--- src/rtl/nvm_tclk_pkg.sv ---
package nvm_tclk_pkg;
  localparam int unsigned TCLK_DIV_W = 6;
  localparam int unsigned TCLK_REG_W = TCLK_DIV_W + 2;

  typedef struct packed {
    logic                  pre_en;
    logic [TCLK_DIV_W-1:0] div;
  } tclk_cfg_t;
endpackage

--- src/rtl/nvm_tclk_cfg_reg.sv ---
module nvm_tclk_cfg_reg
  import nvm_tclk_pkg::*;
(
  input  logic                  clk_i,
  input  logic                  rst_ni,
  input  logic                  we_i,
  input  logic [TCLK_REG_W-1:0] wdata_i,
  output tclk_cfg_t             cfg_o,
  output logic                  loaded_o
);
  tclk_cfg_t cfg_q;
  logic      loaded_q;

  // write-once: only the first write after reset lands
  always_ff @(posedge clk_i or negedge rst_ni) begin
    if (!rst_ni) begin
      cfg_q    <= '0;
      loaded_q <= 1'b0;
    end else if (we_i && !loaded_q) begin
      cfg_q    <= tclk_cfg_t'(wdata_i[TCLK_REG_W-2:0]);
      loaded_q <= 1'b1;
    end
  end

  assign cfg_o    = cfg_q;
  assign loaded_o = loaded_q;
endmodule

--- src/rtl/nvm_tclk_prescale.sv ---
module nvm_tclk_prescale #(
  parameter int unsigned RATIO = 8
) (
  input  logic clk_i,
  input  logic rst_ni,
  input  logic en_i,
  input  logic bypass_i,
  output logic stb_o
);
  localparam int unsigned CW = (RATIO > 1) ? $clog2(RATIO) : 1;
  localparam logic [CW-1:0] LAST = CW'(RATIO - 1);

  logic [CW-1:0] cnt_q;

  always_ff @(posedge clk_i or negedge rst_ni) begin
    if (!rst_ni)            cnt_q <= '0;
    else if (!en_i)         cnt_q <= '0;
    else if (cnt_q == LAST) cnt_q <= '0;
    else                    cnt_q <= cnt_q + 1'b1;
  end

  assign stb_o = en_i && (bypass_i || (cnt_q == LAST));
endmodule

--- src/rtl/nvm_tclk_divider.sv ---
module nvm_tclk_divider #(
  parameter int unsigned W = 6
) (
  input  logic         clk_i,
  input  logic         rst_ni,
  input  logic         en_i,
  input  logic         stb_i,
  input  logic [W-1:0] limit_i,
  output logic         tick_o
);
  logic [W-1:0] cnt_q;
  logic         wrap;

  assign wrap = (cnt_q == limit_i);

  always_ff @(posedge clk_i or negedge rst_ni) begin
    if (!rst_ni)    cnt_q <= '0;
    else if (!en_i) cnt_q <= '0;
    else if (stb_i) cnt_q <= wrap ? '0 : cnt_q + 1'b1;
  end

  assign tick_o = en_i && stb_i && wrap;
endmodule

--- src/rtl/nvm_tclk_div.sv ---
module nvm_tclk_div
  import nvm_tclk_pkg::*;
#(
  parameter int unsigned PRE_RATIO = 8
) (
  input  logic                  clk_i,
  input  logic                  rst_ni,
  input  logic                  reg_we_i,
  input  logic [TCLK_REG_W-1:0] reg_wdata_i,
  output logic [TCLK_REG_W-1:0] reg_rdata_o,
  output logic                  tick_o,
  output logic                  loaded_o
);
  tclk_cfg_t cfg;
  logic      loaded;
  logic      pre_stb;

  nvm_tclk_cfg_reg i_cfg (
    .clk_i    (clk_i),
    .rst_ni   (rst_ni),
    .we_i     (reg_we_i),
    .wdata_i  (reg_wdata_i),
    .cfg_o    (cfg),
    .loaded_o (loaded)
  );

  nvm_tclk_prescale #(.RATIO(PRE_RATIO)) i_pre (
    .clk_i    (clk_i),
    .rst_ni   (rst_ni),
    .en_i     (loaded),
    .bypass_i (!cfg.pre_en),
    .stb_o    (pre_stb)
  );

  nvm_tclk_divider #(.W(TCLK_DIV_W)) i_div (
    .clk_i   (clk_i),
    .rst_ni  (rst_ni),
    .en_i    (loaded),
    .stb_i   (pre_stb),
    .limit_i (cfg.div),
    .tick_o  (tick_o)
  );

  assign reg_rdata_o = {loaded, cfg};
  assign loaded_o    = loaded;
endmodule

--- config.mk ---
export PLATFORM = sky130hd
export DESIGN_NAME = nvm_tclk_div
export DESIGN_NICKNAME = d
export VERILOG_FILES = /design/src/rtl/nvm_tclk_pkg.sv /design/src/rtl/nvm_tclk_cfg_reg.sv /design/src/rtl/nvm_tclk_prescale.sv /design/src/rtl/nvm_tclk_divider.sv /design/src/rtl/nvm_tclk_div.sv
export SDC_FILE = /design/constraint.sdc
export NUM_CORES = 1
export LEC_CHECK = 0
export CAP_MARGIN = 20
export CORE_MARGIN = 2
export CORE_UTILIZATION = 36
export DETAILED_ROUTE_END_ITERATION = 7
export HOLD_SLACK_MARGIN = 0.12
export SLEW_MARGIN = 5
export SYNTH_ARGS = -nofsm -noshare
export SYNTH_HDL_FRONTEND = slang
export SYNTH_SLANG_ARGS = --single-unit
--- constraint.sdc ---
create_clock -name clk_i -period 4.4 [get_ports clk_i]
set_input_delay 0.88 -clock clk_i [delete_from_list [all_inputs] [get_ports clk_i]]
set_output_delay 0.88 -clock clk_i [all_outputs]
set_load 0.05 [all_outputs]
# After elaboration in Yosys (flattened, before gate mapping)
# Cells that the tools add are included.
dict set report word_totals {
  register_bits 17
  wordCells 22
  out_inout_bits 10
}
dict set report classes {
  n_mux 5
  n_reduce_logical 7
  eq_ne 3
  add_sub_neg 2
}
# cell count
set ops {}
lappend ops {{2-to-1 mux 6 bit} 3}
lappend ops {{adder 6 x 1 -> 6 bit, second input constant} 1}
lappend ops {{== test 6 bit} 1}
lappend ops {{2-to-1 mux 3 bit} 2}
lappend ops {{logical AND 1 bit} 4}
lappend ops {{adder 3 x 1 -> 3 bit, second input constant} 1}
lappend ops {{== test 3 bit, second input constant} 1}
lappend ops {{logical NOT 1 bit} 2}
lappend ops {{!= test 2 x 1 -> 1 bit, second input constant} 1}
lappend ops {{logical OR 1 bit} 1}

# Depth between registers and ports, before layout
# Gate-level depths: netlist of run 1.
dict set report logic_depth {
  word_depth 5
  mapped_depth 6
  depth_no_buf 6
}

# By module
# From an unflattened synthesis of run 1, not the netlist that was laid out.
dict set report hier_totals {
  cells_unflattened 64
  area_unflattened_um2 870.8
}
# mod seq_area_each_um2 area_per_inst_um2 cells_per_inst instances
set by_module_without_submodules {}
lappend by_module_without_submodules {nvm_tclk_divider 150.1 387.9 35 1}
lappend by_module_without_submodules {nvm_tclk_cfg_reg 200.2 336.6 18 1}
lappend by_module_without_submodules {nvm_tclk_prescale 75.1 135.1 9 1}
lappend by_module_without_submodules {nvm_tclk_div 0.0 11.3 2 1}

# Worst setup path after synthesis of run 1
# OpenSTA, ideal clock, no wires.
dict set report synth_timing {
  path_kind {reg2out}
  startpoint {reg i_cfg.cfg_q (netlist bit i_cfg.cfg_o[0])}
  endpoint {out tick_o}
  slack_ns 1.600
  path_stages_with_launch 5
  t_required_ns 3.520
  arrival_time_ns 1.920
  cell_sequence {dfrtp_1 > xor2_1 > nor4_2 > nand3_2 > nor2_1}
}
dict set report synth_between {
  elab_chain_cells 2
}
# item line_no
set synth_rtl {}
lappend synth_rtl {{from (decl)} nvm_tclk_cfg_reg.sv:11} ;# tclk_cfg_t cfg_q;
lappend synth_rtl {{from (signal assigned)} nvm_tclk_cfg_reg.sv:20} ;# cfg_q <= tclk_cfg_t'(wdata_i[TCLK_REG_W-2:0]);
lappend synth_rtl {{== test 6 bit} nvm_tclk_divider.sv:14} ;# assign wrap = (cnt_q == limit_i);
lappend synth_rtl {{logical AND 1 bit} nvm_tclk_divider.sv:22} ;# assign tick_o = en_i && stb_i && wrap;
lappend synth_rtl {{to (decl)} nvm_tclk_div.sv:11} ;# output logic tick_o,
# No other way between the ends.

# Worst setup path in the final report of run 1
dict set report layout_timing {
  startpoint {reg i_div.cnt_q[0]}
  endpoint {out tick_o}
}
dict set report layout_between {
  elab_chain_cells 2
}
# item line_no
set layout_rtl {}
lappend layout_rtl {{from (decl)} nvm_tclk_divider.sv:11} ;# logic [W-1:0] cnt_q;
lappend layout_rtl {{from (signal assigned)} nvm_tclk_divider.sv:19} ;# else if (stb_i) cnt_q <= wrap ? '0 : cnt_q + 1'b1;
lappend layout_rtl {{== test 6 bit} nvm_tclk_divider.sv:14}
lappend layout_rtl {{logical AND 1 bit} nvm_tclk_divider.sv:22}
# No other way between the ends.

==> results of run 1 <==
[area by class of cell]
class                      instances  area (um^2)
fill                             211         1120
multi-input combinational         43        367.9
clock buffer                       3        22.52
clock inverter                     1        5.005
timing repair buffer              19        190.2
tap                               28        35.03
sequential                        17        425.4
inverter                           1        3.754
[worst max-delay path: cells and delay by family, from the launching register on]
kind                   cells  cell delay (ns)
flip-flops                 1             0.45
AND/OR/NAND/NOR            3             0.63
buffers and inverters      1             0.80
XOR/XNOR                   1             0.19
[flip-flops by register name, summed over array words and instances, names as in the netlist]
register        cells
i_div.cnt_q         6
i_cfg.loaded_o      1
i_cfg.cfg_o         7
i_pre.cnt_q         3
[kinds of logic (layout without fill, tap and decap cells)]
family / count (synthesis) / count (layout) / synth area share
and+or+nand+nor: 17 / 17 / 0.1264
adders and majority gates: 3 / 3 / 0.04623
buffers and inverters: 4 / 24 / 0.02311
xor gates and xnor gates: 10 / 10 / 0.1079
muxes: 7 / 7 / 0.09708
DFF: 17 / 17 / 0.5239
AOI/OAI and AO/OA: 6 / 6 / 0.07550
[worst paths after layout]
kind	to	start	cells past startpoint
min reg2reg	i_pre.cnt_q[0]$_DFF_PN0_	i_pre.cnt_q[0]$_DFF_PN0_	1
max	tick_o	i_div.cnt_q[0]$_DFFE_PN0P_	5
max in group asynchronous	i_cfg.cfg_o[0]$_DFFE_PN0P_	rst_ni	1
max reg2reg	i_div.cnt_q[0]$_DFFE_PN0P_	i_pre.cnt_q[0]$_DFF_PN0_	5
min	i_pre.cnt_q[0]$_DFF_PN0_	i_pre.cnt_q[0]$_DFF_PN0_	1
min in group asynchronous	i_div.cnt_q[3]$_DFFE_PN0P_	rst_ni	1
[layer usage]
layer,vias up,part of all wire,GRT usage
li1,264,-,-
met1,259,0.48,0.1892
met2,12,0.47,0.1944
met3,2,0.036,0.02586
met4,0,0.0097,0.06579
met5,-,0,0
[cell usage after synthesis (all sizes together), types with 2 or more instances]
cell type and number:
nand3 4, mux2 7, a32o 5, and2 3
xor2 5, clkbuf 2, nor2 3, ha 3
xnor2 5, dfrtp 17
[per-stage QoR]
| step | area, um^2 | setup WS [ns] | hold WS, ns |
|---|---|---|---|
| 6_report | 1050 | 1.150 | 0.4504 |
| 3_3_place_gp | 1022 | 1.446 | 0.4237 |
| 2_1_floorplan | 812.0 | 1.600 | 0.4085 |
| 3_5_place_dp | 1022 | 1.450 | 0.4336 |
| 5_1_grt | 1050 | 0.9811 | 0.4937 |
| 4_1_cts | 1050 | 1.112 | 0.4508 |
[power breakdown]
| part | total (uW) | leakage (uW) | switching, uW | internal, uW |
|---|---|---|---|---|
| Combinational | 218 | 0.000233 | 102 | 116 |
| Clock | 82.8 | 0.0000177 | 49.0 | 33.7 |
| Sequential | 256 | 0.000207 | 52.1 | 204 |
| Total | 557 | 0.000457 | 203 | 354 |
==> results.ini, run 1 <==
[clock_network]
ctsHtreeMaxLevel = 1
root_buffer = clkbuf_4
clkLatencyLatePin_ns = 0.28
hold_buffers = 0
cts_buffers = 3
cts_tree = yes
cts_setup_buffers = 0
cts_resized = 0
clockBufferDepth = 2
clkSinkCount = 17
cts.clk_slew.worst_paths_ns = 0.10

[setup_path]
arrival_ns = 2.37
cp_cell_sequence = xor2_1 -> nor4_2 -> nand3_2 -> nor2_1 -> clkdlybuf4s50_1
criticalPathCategory = reg2out
slowest_delay_ns = 0.80
cp_slowest_cell = clkdlybuf4s50_1
endpoint_kind = output pin
required_ns = 3.52
cp_max_fo = 7
startpoint_type = flop
rrSetupSlack_ns = 2.80

[drt]
drc = 0
wirelength_um = 1440
ant_nets = 0
vias = 537
first_pass_iters = 4
drtIter0Drc = 13
wl_per_cell_um = 12.86
detail_route.vias_per_cell = 4.795

[synthesis]
syn-num-nets = 78
ys_async_sr_fraction = 1.000
synth_cell_type_count = 22
ys_ff_latch = 17
syn_avg_cell_area_um2 = 12.69
synth_seq_area_share = 0.5239
synth_ff_type = dfrtp_1
synth.area.top_cells = dfrtp_1, mux2_2, xnor2_1
netlist_instances = 64
synth.top_cell.area_share = 0.5239
yosysTopAreaCell = dfrtp_1
synth_warnings = 0
synth_edf_count = 0
syn_area_um2 = 812.0

[cells_and_area]
drive_gt1_frac = 0.2024
area_growth_syn_to_layout_pct = 29.28
utilization = 0.4839
n_antenna_cell = 0
final_common_cell = clkdlybuf4s50_1
fin_cells = 112
nNetsFinal = 99
final_cell_mix = clkdlybuf4s50_1, dfrtp_1, mux2_2, xnor2_1, xor2_1

[sta]
timing.final.crit_share = 0.7386
relSlewSlack = 0.5049
finalMaxSlewViolations = 0
tns_ns = 0
tightestPinTransition_ns = 0.7403
rsz0062_at_grt = no
hold_viol = 0
max_clock_freq_mhz = 307.7
fin_worst_skew_ns = 0.001997
timing.final.crit_period_ns = 3.250
finalSetupViolCount = 0

[global_routing]
grt_pass1_vias = 575
grt_max_degree = 18
antenna_found_initial = 0
grt_pass1_wl_um = 2615
grt.overflow.total = 0
grt_use_total = 0.1335

[placed_design]
place_hpwl_um = 1075
gp_congestion = 0.7256
portBuffers = 19
placed_cells = 108

[die]
die_h_um = 51.50
die-area_um2 = 2652
die_w_um = 51.50
ios = 21
initial_utilization = 0.3743
row_count = 17
coreArea_um2 = 2170

[flow_run]
max-cap-violations = 0

[power]
ir_drop_mv = 0.2439
p_per_area_nw_per_um2 = 530.7
power_uw = 557.1
p_leak_uw = 0.0004574

[run_status]
outcome = completed

[min_path]
hp-class = reg2reg

Power figures use the tool's default switching activity.
==> inputs of run 2 (changes only) <==
==> constraint.sdc (replaced) <==
create_clock -name clk_i -period 3.22 [get_ports clk_i]
set_input_delay 0.644 -clock clk_i [delete_from_list [all_inputs] [get_ports clk_i]]
set_output_delay 0.644 -clock clk_i [all_outputs]
set_load 0.05 [all_outputs]
==> run 2 against run 1 <==
Net effect:
- non-clock buffer count unchanged
- flip-flop and latch count unchanged
- combinational power increased by 35%
- sequential power increased by 36%
- worst hold slack improved by 0.0024 ns
- critical path type unchanged
- critical endpoint unchanged
==> results.ini, run 2 (synthesis gave the netlist of run 1 again) <==
[global_routing]
grt_pass1_wl_um = 2566  ; was 2615 um
grt_pass1_vias = 571  ; was 575
grt_max_degree = 18  ; unchanged
grt.overflow.total = 0  ; unchanged
grt_use_total = 0.1319  ; was 0.1335
antenna_found_initial = 0  ; unchanged

[die]
die-area_um2 = 2652  ; unchanged
die_h_um = 51.50  ; unchanged
ios = 21  ; unchanged
die_w_um = 51.50  ; unchanged
row_count = 17  ; unchanged
initial_utilization = 0.3743  ; unchanged
coreArea_um2 = 2170  ; unchanged

[cells_and_area]
n_antenna_cell = 0  ; unchanged
utilization = 0.4833  ; was 0.4839
fillerInstances = 222  ; was 211
area_growth_syn_to_layout_pct = 29.12  ; was 29.28%
largest_reg_flops = 7  ; unchanged
register_area_um2 = 425.4  ; unchanged
nNetsFinal = 99  ; unchanged
drive_gt1_frac = 0.1905  ; was 0.2024
final_cell_mix = clkdlybuf4s50_1, dfrtp_1, mux2_2, xnor2_1, xor2_1  ; unchanged
multi_input_area_um2 = 367.9  ; unchanged
final_common_cell = clkdlybuf4s50_1  ; unchanged
fin_cells = 112  ; unchanged

[power]
power_uw = 755.6  ; was 557.1 uW
p_leak_uw = 0.0004547  ; was 0.0004574 uW
p_int_uw = 484.6  ; was 353.8 uW
comb_power_share = 0.391  ; was 0.392
p_clk_frac = 0.147  ; was 0.149
switching_power_uw = 270.9  ; was 203.2 uW
p_per_area_nw_per_um2 = 720.6  ; was 530.7 nW/um^2
ir_drop_mv = 0.2849  ; was 0.2439 mV
swShare = 0.3586  ; was 0.3648
seqPwrFrac = 0.462  ; was 0.460

[clock_network]
hold_buffers = 0  ; unchanged
clkLatencyLatePin_ns = 0.28  ; about the same
cts.clk_slew.worst_paths_ns = 0.10  ; about the same
clockBufferDepth = 2  ; unchanged
ctsHtreeMaxLevel = 1  ; unchanged
clkSinkCount = 17  ; unchanged
root_buffer = clkbuf_4  ; unchanged
cts_resized = 0  ; unchanged
cts_buffers = 3  ; unchanged
cts_setup_buffers = 0  ; unchanged
cts_tree = yes  ; unchanged

[drt]
ant_nets = 0  ; unchanged
drc = 0  ; unchanged
wl_per_cell_um = 12.71  ; was 12.86 um
wirelength_um = 1424  ; was 1440 um
first_pass_iters = 2  ; was 4
detail_route.vias_per_cell = 4.795  ; unchanged
drtIter0Drc = 1  ; was 13
vias = 537  ; unchanged

[setup_path]
rrSetupSlack_ns = 1.64  ; was 2.80 ns
rr_endpoint = i_div.cnt_q[0]$_DFFE_PN0P_  ; unchanged
cp_slowest_cell = clkdlybuf4s50_1  ; unchanged
required_ns = 2.58  ; was 3.52 ns
arrival_ns = 2.37  ; about the same
critPathBufInv = 1  ; unchanged
r2r_start = i_pre.cnt_q[0]$_DFF_PN0_  ; unchanged
cp_cell_sequence = xor2_1 -> nor4_2 -> nand3_2 -> nor2_1 -> clkdlybuf4s50_1  ; unchanged
slowest_delay_ns = 0.80  ; about the same
criticalPathCategory = reg2out  ; unchanged
endpoint_kind = output pin  ; unchanged
cp_max_fo = 7  ; unchanged
critical_path.top_delay_family = buffers and inverters  ; unchanged
startpoint_type = flop  ; unchanged
r2r_cells = 5  ; unchanged

[sta]
max_clock_freq_mhz = 331.7
whs_ns = 0.4528  ; was 0.4504 ns
timing.final.crit_period_ns = 3.015
finalSetupViolCount = 0  ; unchanged
rsz0062_at_grt = no  ; unchanged
tightestPinTransition_ns = 0.7747  ; was 0.7403 ns
timing.final.crit_share = 0.9362
relSlewSlack = 0.4819  ; was 0.5049
fin_worst_skew_ns = 0.003380  ; was 0.001997 ns
finalMaxSlewViolations = 0  ; unchanged
hold_viol = 0  ; unchanged
tns_ns = 0  ; unchanged

[run_status]
outcome = completed  ; unchanged

[placed_design]
portBuffers = 19  ; unchanged
gp_congestion = 0.7474  ; was 0.7256
placed_cells = 108  ; unchanged
place_hpwl_um = 1082  ; was 1075 um

[flow_run]
max-cap-violations = 0  ; unchanged

[min_path]
hold_path_end = i_pre.cnt_q[0]$_DFF_PN0_  ; unchanged
hp-start = i_pre.cnt_q[0]$_DFF_PN0_  ; unchanged
hp-class = reg2reg  ; unchanged
hold_path_depth = 1  ; unchanged

## run 2: worst max path at each step
stage	startpoint	cells after the start	to	slack (ns)
after floorplan	i_cfg.cfg_o[0]$_DFFE_PN0P_	4	tick_o	0.66
after global placement	i_div.cnt_q[0]$_DFFE_PN0P_	5	tick_o	0.52
after detailed placement	i_div.cnt_q[0]$_DFFE_PN0P_	5	tick_o	0.52
after CTS	i_div.cnt_q[0]$_DFFE_PN0P_	5	tick_o	0.18
after global routing	i_div.cnt_q[0]$_DFFE_PN0P_	5	tick_o	0.07
final	i_div.cnt_q[0]$_DFFE_PN0P_	5	tick_o	0.21
## run 2: area by class of cell
type / count / area share
multi-input cells: 43 / 0.3508
clock buffers: 4 / 0.02506
inverters: 1 / 0.003580
repair buffers: 19 / 0.1814
well taps: 28 / 0.03341
flip-flops and latches: 17 / 0.4057
## run 2: power groups by stage
stage | combinational (uW) | clock, uW | sequential [uW]
after floorplan | 209 | 0 | 366
after global placement | 293 | 0 | 354
after detailed placement | 298 | 0 | 355
after CTS | 300 | 117 | 351
after global routing | 326 | 130 | 362
final | 295 | 111 | 349
## run 2: routing by layer
layer  share of wire  global-route usage
met3           0.056             0.03161
met5               0                   0
met2            0.45              0.1987
met1            0.48              0.1825
met4          0.0098             0.05263
## run 2: per-stage QoR
step / cell area (um^2) / setup slack (ns)
global route: 1049 / 0.07452
global placement: 1022 / 0.5152
detailed placement: 1022 / 0.5179
CTS: 1049 / 0.1789
finish: 1049 / 0.2055
floorplan: 812.0 / 0.6560
## run 2: worst register-to-register path: stages, from the launching register on
cell	delay [ns]
dfrtp_1	0.40
ha_1	0.20
ha_1	0.19
nand2b_1	0.17
nor2_1	0.35
a22o_2	0.22
==> inputs of run 3 (changes only) <==
==> constraint.sdc (replaced) <==
create_clock -name clk_i -period 3.22 [get_ports clk_i]
set_input_delay 0.644 -clock clk_i [delete_from_list [all_inputs] [get_ports clk_i]]
set_output_delay 0.644 -clock clk_i [all_outputs]
set_load 0.1 [all_outputs]
==> run 3 against run 2 <==
Net effect:
- clock-buffer cell count unchanged
- clock power about the same
- first-iteration DRC count increased to 7.0 times the previous value
- largest cell class unchanged
- die area unchanged
- maximum frequency increased by 20%
- flip-flop and latch count unchanged
==> results.ini, run 3 (synthesis gave the netlist of run 1 again) <==
[run_status]
outcome = completed  ; unchanged

[clock_network]
cts_buffers = 3  ; unchanged
cts_tree = yes  ; unchanged
clkSinkCount = 17  ; unchanged
clockBufferDepth = 2  ; unchanged
root_buffer = clkbuf_4  ; unchanged
ctsHtreeMaxLevel = 1  ; unchanged
cts_resized = 0  ; unchanged
clkLatencyLatePin_ns = 0.29  ; was 0.28 ns
cts_setup_buffers = 0  ; unchanged
cts.clk_slew.worst_paths_ns = 0.10  ; about the same
hold_buffers = 0  ; unchanged

[die]
row_count = 17  ; unchanged
ios = 21  ; unchanged
die_h_um = 51.50  ; unchanged
coreArea_um2 = 2170  ; unchanged
initial_utilization = 0.3743  ; unchanged
die-area_um2 = 2652  ; unchanged
die_w_um = 51.50  ; unchanged

[sta]
timing.final.crit_period_ns = 2.504  ; was 3.015 ns
tightestPinTransition_ns = 0.7555  ; was 0.7747 ns
finalMaxSlewViolations = 0  ; unchanged
timing.final.crit_share = 0.7777  ; was 0.9362
tns_ns = 0  ; unchanged
relSlewSlack = 0.4948  ; was 0.4819
rsz0062_at_grt = no  ; unchanged
max_clock_freq_mhz = 399.3  ; was 331.7 MHz
fin_worst_skew_ns = 0.001450  ; was 0.003380 ns
hold_viol = 0  ; unchanged
finalSetupViolCount = 0  ; unchanged
whs_ns = 0.4460  ; was 0.4528 ns

[cells_and_area]
utilization = 0.4729  ; was 0.4833
drive_gt1_frac = 0.3214  ; was 0.1905
stdcell_area_um2 = 1026  ; was 1049 um^2
multi_input_area_um2 = 370.4  ; was 367.9 um^2
final_common_cell = dfrtp_1  ; was clkdlybuf4s50_1
largest_reg_flops = 7  ; unchanged
area_growth_syn_to_layout_pct = 26.35  ; was 29.12%
register_area_um2 = 425.4  ; unchanged
nNetsFinal = 99  ; unchanged
fillerInstances = 221  ; was 222
final_cell_mix = dfrtp_1, buf_4, clkdlybuf4s50_1, mux2_2  ; was clkdlybuf4s50_1, dfrtp_1, mux2_2, xnor2_1, xor2_1
n_antenna_cell = 0  ; unchanged

[flow_run]
max-cap-violations = 0  ; unchanged

[drt]
drtIter0Drc = 7  ; was 1
drc = 0  ; unchanged
wirelength_um = 1394  ; was 1424 um
vias = 552  ; was 537
detail_route.vias_per_cell = 4.929  ; was 4.795
wl_per_cell_um = 12.45  ; was 12.71 um
first_pass_iters = 4  ; was 2
ant_nets = 0  ; unchanged

[setup_path]
cp_slowest_cell = dfrtp_1  ; was clkdlybuf4s50_1
slowest_delay_ns = 0.46  ; was 0.80 ns
startpoint_type = flop  ; unchanged
critPathBufInv = 1  ; unchanged
cp_cell_sequence = xor2_1 -> nor4_2 -> nand3_2 -> nor2_2 -> buf_4  ; was xor2_1 -> nor4_2 -> nand3_2 -> nor2_1 -> clkdlybuf4s50_1
arrival_ns = 1.86  ; was 2.37 ns
endpoint = tick_o  ; unchanged
r2r_cells = 4  ; was 5
required_ns = 2.58  ; about the same
critPathLaunch = i_div.cnt_q[0]$_DFFE_PN0P_  ; unchanged
endpoint_kind = output pin  ; unchanged
cp_max_fo = 7  ; unchanged
criticalPathCategory = reg2out  ; unchanged
rrSetupSlack_ns = 1.65  ; was 1.64 ns
rr_endpoint = i_div.cnt_q[1]$_DFFE_PN0P_  ; was i_div.cnt_q[0]$_DFFE_PN0P_
critical_path.top_delay_family = simple AND/OR/NAND/NOR gates  ; was buffers and inverters
cp.depth = 5  ; unchanged
r2r_start = i_div.cnt_q[0]$_DFFE_PN0P_  ; was i_pre.cnt_q[0]$_DFF_PN0_

[global_routing]
grt.overflow.total = 0  ; unchanged
grt_pass1_vias = 517  ; was 571
antenna_found_initial = 0  ; unchanged
grt_max_degree = 18  ; unchanged
grt_pass1_wl_um = 2463  ; was 2566 um
grt_use_total = 0.1274  ; was 0.1319

[placed_design]
place_hpwl_um = 1068  ; was 1082 um
portBuffers = 19  ; unchanged
place_area_um2 = 999.7  ; was 1022 um^2
gp_congestion = 0.7393  ; was 0.7474

[power]
p_leak_uw = 0.0004644  ; was 0.0004547 uW
ir_drop_mv = 0.4183  ; was 0.2849 mV
p_per_area_nw_per_um2 = 783.8  ; was 720.6 nW/um^2
power_uw = 804.2  ; was 755.6 uW

[min_path]
hp-class = reg2reg  ; unchanged

-- run 3: worst min path at each step --
stage,start,end,slack [ns],depth (start not counted)
2_1_floorplan,rst_ni,i_cfg.cfg_o[0]$_DFFE_PN0P_,0.35,0
3_3_place_gp,i_pre.cnt_q[0]$_DFF_PN0_,i_pre.cnt_q[0]$_DFF_PN0_,0.43,1
3_5_place_dp,i_pre.cnt_q[0]$_DFF_PN0_,i_pre.cnt_q[0]$_DFF_PN0_,0.43,1
4_1_cts,i_pre.cnt_q[0]$_DFF_PN0_,i_pre.cnt_q[0]$_DFF_PN0_,0.45,1
5_1_grt,i_pre.cnt_q[0]$_DFF_PN0_,i_pre.cnt_q[0]$_DFF_PN0_,0.48,1
6_report,i_pre.cnt_q[0]$_DFF_PN0_,i_pre.cnt_q[0]$_DFF_PN0_,0.45,1
-- run 3: power breakdown --
| group | internal (uW) | switching (uW) | total, uW |
|---|---|---|---|
| clock | 48.2 | 65.5 | 114 |
| sequential | 279 | 72.9 | 352 |
| combinational | 153 | 185 | 339 |
| total | 480 | 324 | 804 |
-- run 3: area by class of cell --
| cell class | count | area share |
|---|---|---|
| clock buffers | 4 | 0.02561 |
| inverters | 1 | 0.003659 |
| multi-input cells | 43 | 0.3610 |
| flip-flops and latches | 17 | 0.4146 |
| well taps | 28 | 0.03415 |
| repair buffers | 19 | 0.1610 |
-- run 3: metrics by stage --
step	cells	worst slack (ns)
2_1_floorplan	64	0.1867
5_1_grt	112	0.6023
6_report	112	0.7158
3_5_place_dp	108	1.017
4_1_cts	112	0.6838
3_3_place_gp	108	1.025
-- run 3: per-layer routing --
| layer | vias to the layer above | routed length, um | global-route usage |
|---|---|---|---|
| li1 | 265 | - | - |
| met1 | 272 | 640 | 0.1725 |
| met2 | 11 | 678 | 0.1859 |
| met3 | 4 | 43 | 0.02586 |
| met4 | 0 | 32 | 0.07895 |
| met5 | - | 0 | 0 |
